$ cat config.mk
export PLATFORM = sky130hd
export DESIGN_NAME = dspace_decoder
export DESIGN_NICKNAME = d
export VERILOG_FILES = /design/src/rtl/dsd_pkg.sv /design/src/rtl/dsd_addr_decode.sv /design/src/rtl/dsd_page_reg.sv /design/src/rtl/dsd_read_mux.sv /design/src/rtl/dspace_decoder.sv
export SDC_FILE = /design/constraint.sdc
export NUM_CORES = 1
export LEC_CHECK = 0
export BUFFER_PORTS_ARGS = -buffer_cell sky130_fd_sc_hd__buf_2
export CAP_MARGIN = 5
export CORE_ASPECT_RATIO = 0.9
export CORE_MARGIN = 3
export CORE_UTILIZATION = 37
export CTS_CLUSTER_SIZE = 30
export DETAILED_ROUTE_END_ITERATION = 6
export GPL_ROUTABILITY_DRIVEN = 0
export GPL_TIMING_DRIVEN = 0
export PLACE_DENSITY = 0.8
export SLEW_MARGIN = 10
export SYNTH_ARGS = -nofsm -noshare
export SYNTH_HDL_FRONTEND = slang
export SYNTH_SLANG_ARGS = --single-unit
export TNS_END_PERCENT = 1
$ cat constraint.sdc
create_clock -name clk -period 1.6 [get_ports clk]
set_input_delay 0.16 -clock clk [delete_from_list [all_inputs] [get_ports clk]]
set_output_delay 0.16 -clock clk [all_outputs]
set_load 0.02 [all_outputs]
$ cat src/rtl/dsd_pkg.sv
package dsd_pkg;

  typedef enum logic [2:0] {
    RGN_VOID   = 3'd0,
    RGN_WIN    = 3'd1,
    RGN_SHORT  = 3'd2,
    RGN_RAM    = 3'd3,
    RGN_PERIPH = 3'd4,
    RGN_PAGE   = 3'd5,
    RGN_ACC    = 3'd6,
    RGN_RSVD   = 3'd7
  } region_e;

  localparam int NUM_PERIPH = 10;

  // Implemented peripheral register addresses (entry 0 is the lowest)
  localparam logic [NUM_PERIPH-1:0][7:0] PERIPH_MAP = {
    8'hD8, 8'hD4, 8'hD3, 8'hD2,
    8'hC6, 8'hC5, 8'hC4,
    8'hC2, 8'hC1, 8'hC0
  };

endpackage

$ cat src/rtl/dsd_addr_decode.sv
module dsd_addr_decode
  import dsd_pkg::*;
#(
  parameter int          ADDR_W    = 8,
  parameter int          OFS_W     = 6,
  parameter int          N_SHORT   = 4,
  parameter logic [ADDR_W-1:0] PAGE_ADDR = 8'hC9,
  parameter logic [ADDR_W-1:0] ACC_ADDR  = 8'hFF
) (
  input  logic [ADDR_W-1:0] addr,
  output region_e           region
);

  localparam logic [ADDR_W-1:0] WIN_LO    = ADDR_W'(1 << OFS_W);
  localparam logic [ADDR_W-1:0] SHORT_LO  = ADDR_W'(2 << OFS_W);
  localparam logic [ADDR_W-1:0] RAM_LO    = ADDR_W'((2 << OFS_W) + N_SHORT);
  localparam logic [ADDR_W-1:0] PERIPH_LO = ADDR_W'(3 << OFS_W);

  logic [NUM_PERIPH-1:0] periph_hit;

  for (genvar g = 0; g < NUM_PERIPH; g++) begin : g_periph
    assign periph_hit[g] = (addr == ADDR_W'(PERIPH_MAP[g]));
  end

  always_comb begin
    if (addr < WIN_LO)            region = RGN_VOID;
    else if (addr < SHORT_LO)     region = RGN_WIN;
    else if (addr < RAM_LO)       region = RGN_SHORT;
    else if (addr < PERIPH_LO)    region = RGN_RAM;
    else if (addr == PAGE_ADDR)   region = RGN_PAGE;
    else if (addr == ACC_ADDR)    region = RGN_ACC;
    else if (|periph_hit)         region = RGN_PERIPH;
    else                          region = RGN_RSVD;
  end

endmodule

$ cat src/rtl/dsd_page_reg.sv
module dsd_page_reg #(
  parameter int PAGE_W = 6
) (
  input  logic              clk,
  input  logic              rst_n,
  input  logic              load,
  input  logic [PAGE_W-1:0] load_val,
  output logic [PAGE_W-1:0] page
);

  logic [PAGE_W-1:0] page_d;

  always_comb begin
    page_d = page;
    if (load) page_d = load_val;
  end

  always_ff @(posedge clk or negedge rst_n) begin
    if (!rst_n) page <= '0;
    else        page <= page_d;
  end

endmodule

$ cat src/rtl/dsd_read_mux.sv
module dsd_read_mux
  import dsd_pkg::*;
#(
  parameter int               DATA_W   = 8,
  parameter int               PAGE_W   = 6,
  parameter logic [DATA_W-1:0] VOID_VAL = 8'hFF,
  parameter logic [DATA_W-1:0] RSVD_VAL = 8'h00
) (
  input  logic              clk,
  input  logic              rst_n,
  input  region_e           region,
  input  logic              rd_en,
  input  logic [DATA_W-1:0] ram_rdata,
  input  logic [DATA_W-1:0] periph_rdata,
  input  logic [DATA_W-1:0] acc_rdata,
  input  logic [DATA_W-1:0] rom_rdata,
  input  logic [PAGE_W-1:0] page,
  output logic [DATA_W-1:0] rdata,
  output logic              err
);

  logic err_d;

  always_comb begin
    unique case (region)
      RGN_VOID:             rdata = VOID_VAL;
      RGN_WIN:              rdata = rom_rdata;
      RGN_SHORT, RGN_RAM:   rdata = ram_rdata;
      RGN_PERIPH:           rdata = periph_rdata;
      RGN_PAGE:             rdata = {{(DATA_W-PAGE_W){1'b0}}, page};
      RGN_ACC:              rdata = acc_rdata;
      default:              rdata = RSVD_VAL;
    endcase
  end

  assign err_d = rd_en && (region == RGN_RSVD);

  always_ff @(posedge clk or negedge rst_n) begin
    if (!rst_n) err <= 1'b0;
    else        err <= err_d;
  end

endmodule

$ cat src/rtl/dspace_decoder.sv
module dspace_decoder
  import dsd_pkg::*;
#(
  parameter int ADDR_W = 8,
  parameter int DATA_W = 8,
  parameter int OFS_W  = 6,
  parameter int PAGE_W = 6,
  parameter logic [ADDR_W-1:0] PAGE_ADDR = 8'hC9,
  parameter logic [ADDR_W-1:0] ACC_ADDR  = 8'hFF,
  localparam int ROM_AW = PAGE_W + OFS_W
) (
  input  logic              clk,
  input  logic              rst_n,
  input  logic [ADDR_W-1:0] addr,
  input  logic              rd_en,
  input  logic              wr_en,
  input  logic [DATA_W-1:0] wdata,
  input  logic [DATA_W-1:0] ram_rdata,
  input  logic [DATA_W-1:0] periph_rdata,
  input  logic [DATA_W-1:0] acc_rdata,
  input  logic [DATA_W-1:0] rom_rdata,
  output logic [2:0]        region,
  output logic              wr_ok,
  output logic [ROM_AW-1:0] rom_addr,
  output logic [DATA_W-1:0] rdata,
  output logic              acc_err
);

  // Reset: asserted asynchronously, released on the second clock edge
  logic [1:0] rst_sync;
  logic       rst_n_int;

  always_ff @(posedge clk or negedge rst_n) begin
    if (!rst_n) rst_sync <= 2'b00;
    else        rst_sync <= {rst_sync[0], 1'b1};
  end
  assign rst_n_int = rst_sync[1];

  region_e           rgn;
  logic [PAGE_W-1:0] page;
  logic              page_load;
  logic              unused_wdata_hi;

  dsd_addr_decode #(
    .ADDR_W    (ADDR_W),
    .OFS_W     (OFS_W),
    .N_SHORT   (4),
    .PAGE_ADDR (PAGE_ADDR),
    .ACC_ADDR  (ACC_ADDR)
  ) u_decode (
    .addr   (addr),
    .region (rgn)
  );

  assign page_load = wr_en && (rgn == RGN_PAGE);

  dsd_page_reg #(.PAGE_W(PAGE_W)) u_page (
    .clk      (clk),
    .rst_n    (rst_n_int),
    .load     (page_load),
    .load_val (wdata[PAGE_W-1:0]),
    .page     (page)
  );

  assign unused_wdata_hi = ^wdata[DATA_W-1:PAGE_W];

  dsd_read_mux #(
    .DATA_W (DATA_W),
    .PAGE_W (PAGE_W)
  ) u_rmux (
    .clk          (clk),
    .rst_n        (rst_n_int),
    .region       (rgn),
    .rd_en        (rd_en),
    .ram_rdata    (ram_rdata),
    .periph_rdata (periph_rdata),
    .acc_rdata    (acc_rdata),
    .rom_rdata    (rom_rdata),
    .page         (page),
    .rdata        (rdata),
    .err          (acc_err)
  );

  always_comb begin
    unique case (rgn)
      RGN_SHORT, RGN_RAM, RGN_PERIPH, RGN_PAGE, RGN_ACC: wr_ok = wr_en;
      default:                                           wr_ok = 1'b0;
    endcase
  end

  assign region   = rgn;
  assign rom_addr = {page, addr[OFS_W-1:0]};

endmodule

* Word level (Yosys, flattened, before mapping)
Cells that the tools add are included.
** Operators by class
- $lt $le $gt $ge :: 4
- Muxes and demuxes :: 9
- Eq/ne operators :: 19
- Reduce and logical (&&, ||, !) cells :: 6
** Operators by type and width (count)
- $eq 8x8->1 const B :: 12
- $pmux 8 s6 :: 1
- $lt 8x8->1 const B :: 3
- $mux 3 :: 6
- $eq 3x3->1 const B :: 4
- $reduce_or 10->1 :: 1
- $lt 8x7->1 const B :: 1
- $eq 3x2->1 const B :: 2
- $reduce_or 5->1 :: 1
- $eq 3x1->1 const B :: 1
- $logic_not 3->1 :: 1
- $logic_and 1x1->1 :: 2
- $mux 2 :: 1
- $reduce_or 2->1 :: 1
- $mux 1 :: 1
** Storage, ports and cells
- Word-level logic and storage cells :: 41
- Register bits :: 9
- Input bits :: 52
- Output and inout port bits :: 25

* Longest topological paths before layout
Gate-level depths: netlist of run 1.
- Depth after elaboration :: 12
- Gate-level depth with buffers :: 6
- Gate-level depth less buffers :: 4

* Modules after synthesis
Synthesis of run 1 repeated with hierarchy kept, for this count alone.
** Second synthesis, totals
- Cells, all modules :: 89
- Area, all modules :: 862.1 sq um
** By module, submodules not included
- dsd_read_mux :: times used 1, area each 381.6 sq um, cells an instance 47, seq. area each 25.0 sq um
- dsd_page_reg :: times used 1, area each 251.5 sq um, cells an instance 13, seq. area each 150.1 sq um
- dspace_decoder :: times used 1, area each 120.1 sq um, cells an instance 12, seq. area each 50.0 sq um
- dsd_addr_decode :: times used 1, area each 108.9 sq um, cells an instance 17, seq. area each 0.0 sq um

* Least setup slack after synthesis of run 1
Ideal clock, no wire load.
- Path type :: input to output
- Start point :: in addr[6]
- End point :: out region[1]
- Data required time :: 1440 ps
- Path buffers :: 2
- Cell stages on the path :: 6
- Setup slack :: -25 ps
- Arrival :: 1465 ps
- Path through :: buf_2 -> and2_1 -> nand3b_1 -> o21ai_1 -> buf_2 -> nor3b_1
** On the way
- Word-level cells in the longest chain between the ends :: 9
** RTL lines
- start: declaration :: line dspace_decoder.sv:14 : input logic [ADDR_W-1:0] addr,
- $eq 8x8->1 :: line dsd_addr_decode.sv:22 : assign periph_hit[g] = (addr == ADDR_W'(PERIPH_MAP[g]));
- $reduce_or 10->1 :: line dsd_addr_decode.sv:32 : else if (|periph_hit) region = RGN_PERIPH;
- $mux 2 :: line dsd_addr_decode.sv:32
- $mux 3 :: line dsd_addr_decode.sv:31 : else if (addr == ACC_ADDR) region = RGN_ACC;
- $mux 3 :: line dsd_addr_decode.sv:30 : else if (addr == PAGE_ADDR) region = RGN_PAGE;
- $mux 3 :: line dsd_addr_decode.sv:29 : else if (addr < PERIPH_LO) region = RGN_RAM;
- $mux 3 :: line dsd_addr_decode.sv:28 : else if (addr < RAM_LO) region = RGN_SHORT;
- $mux 3 :: line dsd_addr_decode.sv:27 : else if (addr < SHORT_LO) region = RGN_WIN;
- $mux 3 (*) :: line dsd_addr_decode.sv:26 : if (addr < WIN_LO) region = RGN_VOID;
- end: declaration :: line dspace_decoder.sv:22 : output logic [2:0] region,
Every way passes the cells marked *; elsewhere a longest branch is shown, timed or not.

* Worst setup path in the final report of run 1
- Start point :: in addr[1]
- End point :: out rdata[3]
** On the way
- Word-level cells in the longest chain between the ends :: 12
** RTL lines
- $eq 8x8->1 :: line dsd_addr_decode.sv:22
- $reduce_or 10->1 :: line dsd_addr_decode.sv:32
- $mux 2 :: line dsd_addr_decode.sv:32
- $mux 3 :: line dsd_addr_decode.sv:31
- $mux 3 :: line dsd_addr_decode.sv:30
- $mux 3 :: line dsd_addr_decode.sv:29
- $mux 3 :: line dsd_addr_decode.sv:28
- $mux 3 :: line dsd_addr_decode.sv:27
- $mux 3 (*) :: line dsd_addr_decode.sv:26
- $eq 3x2->1 :: line dsd_read_mux.sv:25 : unique case (region)
- $reduce_or 2->1 :: line dsd_read_mux.sv:25
- $pmux 8 s6 (*) :: line dsd_read_mux.sv:25
- end: declaration :: line dspace_decoder.sv:25 : output logic [DATA_W-1:0] rdata,
Marked as above.

==> results of run 1 <==
-- cell usage after synthesis, types with 2 or more instances --
master / instances
nor3_1: 2
a21oi_1: 3
buf_4: 6
a221o_1: 8
o21ai_0: 6
buf_2: 2
nor2_1: 7
clkbuf_1: 3
inv_1: 6
nand2b_1: 9
mux2_4: 6
dfrtp_1: 9
nor4b_1: 2
nand2_1: 2
nor2b_1: 3
a22oi_1: 6
-- layout make-up --
cell class / count / share of cell area, %
repair buffers: 77 / 32.95
clock buffers: 4 / 1.880
inverters: 6 / 1.611
plain buffers: 10 / 4.655
flip-flops and latches: 9 / 16.11
well taps: 25 / 2.238
multi-input cells: 69 / 40.56
-- what timing repair did --
item,4_1_cts,5_1_grt
hold buffers,1,0
pin swaps,9,0
gates cloned,1,0
setup buffers,2,0
endpoints found under the hold margin,2,0
setup endpoints to repair,10,11
resized for setup,26,4
-- power by group --
group          switching (W)  internal [W]  leakage, nW
sequential        0.00000990      0.000239        0.120
combinational       0.000149      0.000156        0.614
clock              0.0000783     0.0000961       0.0150
-- state kept, by name (all words and copies together), names as in the netlist --
name,cells
u_page.page,6
rst_sync,2
u_rmux.err,1
-- critical path, stage by stage --
cell and delay, ns:
buf_4 0.15, nor4b_2 0.30, a211oi_2 0.07, o21ai_2 0.22
buf_4 0.18, a221o_1 0.18, buf_6 0.13
-- per-stage QoR --
stage          area, µm²  worst slack, ns  hold slack, ns  utilization (%)  std cells
2_1_floorplan      847.1         -0.01304         -0.1356                -         95
3_3_place_gp        1244         -0.05621        -0.05534            61.36        193
3_5_place_dp        1244          -0.1366        -0.05195            61.36        193
4_1_cts             1389        -0.009725          0.1148            68.52        201
5_1_grt             1398         -0.02802          0.1092            68.95        200
6_report            1398          0.04923          0.1114            68.95        200
-- how the worst min path moves through the flow --
stage / endpoint / startpoint / slack [ns]
floorplan: rst_sync[0] / rst_n / -0.14
global placement: rst_sync[0] / rst_n / -0.06
detailed placement: rst_sync[0] / rst_n / -0.05
CTS: u_page.page[4] / wdata[4] / 0.11
global route: u_page.page[4] / wdata[4] / 0.11
finish: u_page.page[1] / rst_sync[1] / 0.11
-- layer usage --
| layer | vias to the layer above | routed length, µm | part of all wire, % | track usage [%] |
|---|---|---|---|---|
| met1 | 471 | 1141 | 40 | 22.70 |
| met4 | 0 | 35 | 1.2 | 7.510 |
| met3 | 5 | 272 | 9.6 | 5.556 |
| met5 | - | 0 | 0 | 0 |
| li1 | 501 | - | - | - |
| met2 | 54 | 1397 | 49 | 34.44 |
-- kinds of logic after synthesis --
logic type / count (synthesis) / share of synthesized area, %
other: 1 / 0.4453
flip-flops: 9 / 26.75
AND/OR/NAND/NOR: 36 / 28.53
buffers and inverters: 17 / 10.55
AO/OA/AOI/OAI: 26 / 23.03
multiplexers: 6 / 10.70
==> metrics, run 1 <==
status finished clean; grt ovf 0; Final ANT Viol Nets 0; Mean Syn Cell Area 8.864 µm²; post-synth top area share 26.75%; CP Launch Point addr[1]; Die Width 56.29 µm; Worst EP arrival 1.39 ns; R2R Path End u_page.page[1]; sequential share of the synthesized area 26.75%; Detailed Place HPWL 2203 µm; number of antenna violations at the first check in global routing 0; Req. time, crit path 1.44 ns; Post-synth EDFFs 0; Initial Util 41.54%; Die H 51.26 µm; area occupied by multi-input gates 566.8 µm²; layout overhead on the synthesized area 65.97%; clock skew 0.005638 ns; Routed WL 2845 µm; first-pass GRT wire length 4491 µm; leading area contributor after synthesis dfrtp_1; Setup Crit Path Kind primary input to primary output; Residual DRC 0; share of post-route cells with drive strength above 1 59.43%; ys flop type dfrtp_1; CTS buffer count 3; CTS tree yes; clock root cell clkbuf_4; Post-Synthesis Cells 95; syn_nets 147; period utilization 96.92%; setup slack, reg-to-reg 0.82 ns; Antenna Cells 0; Nets 228; FF-to-FF path depth 1; # port buffers 73; via-per-instance ratio 5.155; Crit Path Max Fanout 7; fin. max-slew vios 0; Fin. Hold Viols 0; setup TNS 0 ns; io pins 77; Reg area 225.2 µm²; cell area after synthesis 842.1 µm²; Max-Cap Viols 0; Power, Total 0.0007278 W; pin count of the biggest net entering global routing 11; Hold WC Path Type register to async pin; RSZ-0062 raised after global routing yes; via count 1031; top cells by area, synth dfrtp_1 (27%), mux2_4 (11%), a221o_1 (9.5%), nand2b_1 (6.7%), a22oi_1 (5.3%); peak supply drop 0.0004369 V; CP endpoint rdata[3]; initial DRC count 30; CP Launch Type primary input; commonest non-fill, non-tap cell in the layout buf_2; leakage power 0.7484 nW; Fill cells 164; Wirelength per Cell 14.23 µm; PD cells 520.7 mW/mm²; final setup violation count 0; vias in the first global route 991; core area 0.002027 mm²; crit path time final 1.551 ns; Std-Cell Rows 15; ys async rst share 100.0%; clock tree buffer depth 2; clk sink count 9; DR pass1 iterations 4; FF-to-FF Start u_page.page[1]; clk slew on worst S/H paths 0.06 ns; synthesized flop and latch total 9; worst-skew pair later-pin latency 0.26 ns; YS warnings 0; H-tree level count 1; Distinct cells, synth 31; GR Util All Layers 19.64%; f_max 0.6448 GHz; crit path capture type primary output; most frequent cells in the layout buf_2 (64), buf_4 (11), nand2b_1 (9), dfrtp_1 (9); die area 0.002885 mm²
No activity file was read; power rests on OpenSTA's default activity.
==> inputs of run 2 (changes only) <==
Settings changed: RECOVER_POWER set to 50, SLEW_MARGIN 10 to unset.
==> metrics, run 2 (synthesis results as in run 1) <==
status finished clean; fin. max-slew vios 0; clk slew on worst S/H paths 0.06 ns; vias in the first global route 991; core area 0.002027 mm²; io pins 77; CTS buffer count 3; Antenna Cells 0; top flop regs u_page.page x6, rst_sync x2, u_rmux.err x1; share of post-route cells with drive strength above 1 56.00%; Residual DRC 0; final setup violation count 0; dpl ws -0.1366 ns; clk sink count 9; via-per-instance ratio 5.125; peak supply drop 0.0004359 V; via count 1025; kind of cell adding the most delay to the critical path compound AO/OA/AOI/OAI gates; FF-to-FF Start u_page.page[1]; GR Util All Layers 19.64%; H-tree level count 1; clock root cell clkbuf_4; f_max 0.6450 GHz; fin util 68.58%; first-pass GRT wire length 4491 µm; clock tree buffer depth 2; setup slack, reg-to-reg 0.82 ns; initial DRC count 32; pin count of the biggest net entering global routing 11; CP Launch Type primary input; Max-Cap Viols 0; Die Width 56.29 µm; commonest non-fill, non-tap cell in the layout buf_2; grt ovf 0; Most flops, register u_page.page; worst-skew pair later-pin latency 0.26 ns; number of antenna violations at the first check in global routing 0; leakage power 0.7319 nW; FF-to-FF path depth 1; WP buf/inv 3; most frequent cells in the layout buf_2 (58), buf_4 (11), clkbuf_1 (9), nand2b_1 (9), dfrtp_1 (9); Nets 228; Std-Cell Rows 15; max incr delay on CP 0.35 ns; Detailed Place HPWL 2203 µm; Routed WL 2854 µm; clock skew 0.005654 ns; RSZ-0062 raised after global routing yes; Worst EP arrival 1.39 ns; max FFs per register 6; Final ANT Viol Nets 0; R2R Path End u_page.page[1]; Setup Crit Path Kind primary input to primary output; # port buffers 73; DR pass1 iterations 4; Die H 51.26 µm; PnR worst setup slack 0.04954 ns; Crit Path Max Fanout 7; die area 0.002885 mm²; Hold WC Path Type register to async pin; crit path time final 1.550 ns; period utilization 96.90%; PD cells 522.3 mW/mm²; layout overhead on the synthesized area 65.08%; Fill cells 170; Fin. Hold Viols 0; Req. time, crit path 1.44 ns; Wirelength per Cell 14.27 µm; crit path capture type primary output; Initial Util 41.54%; CP Cell Sequence buf_8, nor4b_4, a211oi_2, o21ai_2, buf_4, a221o_1, buf_6; CTS tree yes; CP Launch Point addr[2]; Max stage delay cell, worst path a221o_1
==> run 2: through the flow <==
step	TNS (ns)	std cells	power, W	cell area, µm²	hold slack, ns
final	0	200	0.0007260	1390	0.1114
after CTS	-0.009725	201	0.0007327	1389	0.1148
after global placement	-0.3459	193	0.0005108	1244	-0.05534
after global routing	-0.05986	200	0.0007664	1390	0.1092
after floorplan	-0.01304	95	0.0003937	847.1	-0.1356
after detailed placement	-0.8069	193	0.0005162	1244	-0.05195
==> run 2: per-layer routing <==
metal  share of wire, %  vias to the layer above  GRT usage, %  wire length [µm]
met5                  0                        -             0                 0
met4                1.2                        0         7.510                35
met3                9.7                        5         5.556               277
met2                 49                       54         34.44              1394
met1                 40                      465         22.70              1147
li1                   -                      501             -                 -
==> run 2: layout make-up <==
class / instances / area, µm² / share of cell area [%]
flip-flops and latches: 9 / 225.2 / 16.20
clock buffers: 4 / 26.28 / 1.890
well taps: 25 / 31.28 / 2.250
inverters: 6 / 22.52 / 1.620
plain buffers: 10 / 65.06 / 4.680
repair buffers: 77 / 452.9 / 32.58
multi-input cells: 69 / 566.8 / 40.77
==> run 2: what timing repair did <==
| item | in CTS | in global routing |
|---|---|---|
| pin swaps | 9 | 0 |
| buffers inserted | 2 | 0 |
| hold endpoints to repair | 2 | 0 |
| endpoints found under the setup margin | 10 | 11 |
| hold buffers | 1 | 0 |
| gates resized for setup | 26 | 4 |
| gates cloned | 1 | 0 |
==> run 2: report_power, final <==
part / total (W) / switching (W) / internal (W)
Clock: 0.000174 / 0.0000783 / 0.0000961
Sequential: 0.000248 / 0.00000990 / 0.000239
Combinational: 0.000303 / 0.000150 / 0.000154
Total: 0.000726 / 0.000238 / 0.000488
==> run 2: worst max path at each step <==
| stage | to | slack, ns | cells after the start |
|---|---|---|---|
| 3_5_place_dp | rdata[3] | -0.14 | 7 |
| 6_report | rdata[3] | 0.05 | 7 |
| 2_1_floorplan | region[0] | -0.01 | 6 |
| 5_1_grt | rdata[6] | -0.03 | 7 |
| 4_1_cts | wr_ok | -0.01 | 6 |
| 3_3_place_gp | rdata[3] | -0.06 | 7 |
==> inputs of run 3 (changes only) <==
==> constraint.sdc (replaced) <==
create_clock -name clk -period 1.6 [get_ports clk]
set_input_delay 0.16 -clock clk [delete_from_list [all_inputs] [get_ports clk]]
set_output_delay 0.16 -clock clk [all_outputs]
set_load 0.1 [all_outputs]
==> metrics, run 3 (synthesis results as in run 1) <==
status finished with violations; failing checks negative setup slack; max FFs per register 6; Routed WL 3133 µm; # port buffers 73; clk slew on worst S/H paths 0.06 ns; fin util 78.27%; layout overhead on the synthesized area 88.41%; Nets 230; Fin. Hold Viols 0; grt ovf 0; Wirelength per Cell 15.51 µm; Hold WC Path Type register to async pin; Finished Layout Cells 202; pin count of the biggest net entering global routing 11; Final ANT Viol Nets 0; Initial Util 41.54%; Fill cells 132; peak supply drop 0.0007455 V; worst slew pin tran 1.155 ns; core area 0.002027 mm²; via count 1077; Die H 51.26 µm; Residual DRC 0; Crit Path Max Fanout 6; Std-Cell Rows 15; clk sink count 9; Die Width 56.29 µm; clock skew 0.004958 ns; crit path capture type primary output; CTS tree yes; fin. max-slew vios 0; PnR worst setup slack -0.04556 ns; DR pass1 iterations 4; crit path time final 1.646 ns; via-per-instance ratio 5.332; R2R Path End u_page.page[5]; top flop regs u_page.page x6, rst_sync x2, u_rmux.err x1; period utilization 102.8%; initial DRC count 50; worst-skew pair later-pin latency 0.26 ns; commonest non-fill, non-tap cell in the layout buf_2; PD cells 658.8 mW/mm²; worst hold slack 0.1020 ns; RSZ-0062 raised after global routing yes; Most flops, register u_page.page; die area 0.002885 mm²; clock root cell clkbuf_4; placed insts 193; leakage power 0.8198 nW; io pins 77; FF-to-FF Start u_page.page[5]; first-pass GRT wire length 4912 µm; Max-Cap Viols 0; GR Util All Layers 22.07%; share of post-route cells with drive strength above 1 65.54%; slew margin rel. 23.32%; Worst EP arrival 1.49 ns; f_max 0.6077 GHz; number of antenna violations at the first check in global routing 0; Setup Crit Path Kind primary input to primary output; Detailed Place HPWL 2206 µm; vias in the first global route 1113; most frequent cells in the layout buf_2 (51), buf_4 (10), nand2b_1 (9), buf_12 (9), dfrtp_1 (9); FF-to-FF path depth 1; H-tree level count 1; CP Launch Type primary input; clock tree buffer depth 2; final setup violation count 9; Req. time, crit path 1.44 ns; CTS buffer count 3; setup slack, reg-to-reg 0.80 ns; Antenna Cells 0
-- run 3: cell types whose count changed in the layout (fill, tap and decap cells not counted), sizes merged --
cell	delta
clkbuf	+2
-- run 3: what timing repair did --
item,4_1_cts,5_1_grt
setup buffers,2,2
pin swaps,9,4
resized for setup,51,9
gates cloned,1,0
hold buffers,1,0
setup endpoints to repair,11,11
hold endpoints to repair,2,0
-- run 3: layer usage --
metal	share of wire [%]	up-vias	track usage (%)
met2	53	59	39.69
met3	7.9	8	6.818
met5	0	-	0
li1	-	504	-
met1	37	506	24.58
met4	2.4	0	7.905
-- run 3: how the worst max path moves through the flow --
stage	from	end	cells past startpoint
after floorplan	addr[6]	region[1]	6
after detailed placement	addr[2]	rdata[0]	7
after global placement	addr[2]	rdata[5]	7
after CTS	addr[2]	rdata[7]	7
final	addr[3]	rdata[7]	7
after global routing	addr[3]	rdata[7]	7
-- run 3: metrics by stage --
step           cell area [µm²]  setup TNS [ns]  total power [W]  worst slack (ns)
2_1_floorplan            898.4          -2.150        0.0006550           -0.2716
3_3_place_gp              1295          -2.177        0.0007688           -0.2217
3_5_place_dp              1295          -2.859        0.0007759           -0.2959
4_1_cts                   1534        -0.09911         0.001035          -0.01550
5_1_grt                   1587         -0.5621         0.001100          -0.09652
6_report                  1587         -0.1461         0.001045          -0.04556
-- run 3: final cells by class --
| class | instances | area, µm² | share of cell area (%) |
|---|---|---|---|
| plain buffers | 10 | 78.83 | 4.968 |
| clock buffers | 4 | 26.28 | 1.656 |
| flip-flops and latches | 9 | 225.2 | 14.20 |
| multi-input cells | 69 | 611.8 | 38.56 |
| well taps | 25 | 31.28 | 1.972 |
| inverters | 6 | 22.52 | 1.420 |
| repair buffers | 79 | 590.6 | 37.22 |
-- run 3: worst max-delay path, cell delays in order --
cell and delay (ns):
buf_12 0.11, nor4b_4 0.12, a211oi_2 0.23, o21ai_2 0.13
buf_6 0.16, a221o_2 0.40, buf_12 0.17
-- run 3: report_power, final --
part | total, W | internal (W) | switching (W)
clock network | 0.000167 | 0.0000956 | 0.0000719
logic | 0.000628 | 0.000216 | 0.000412
registers | 0.000249 | 0.000239 | 0.0000106
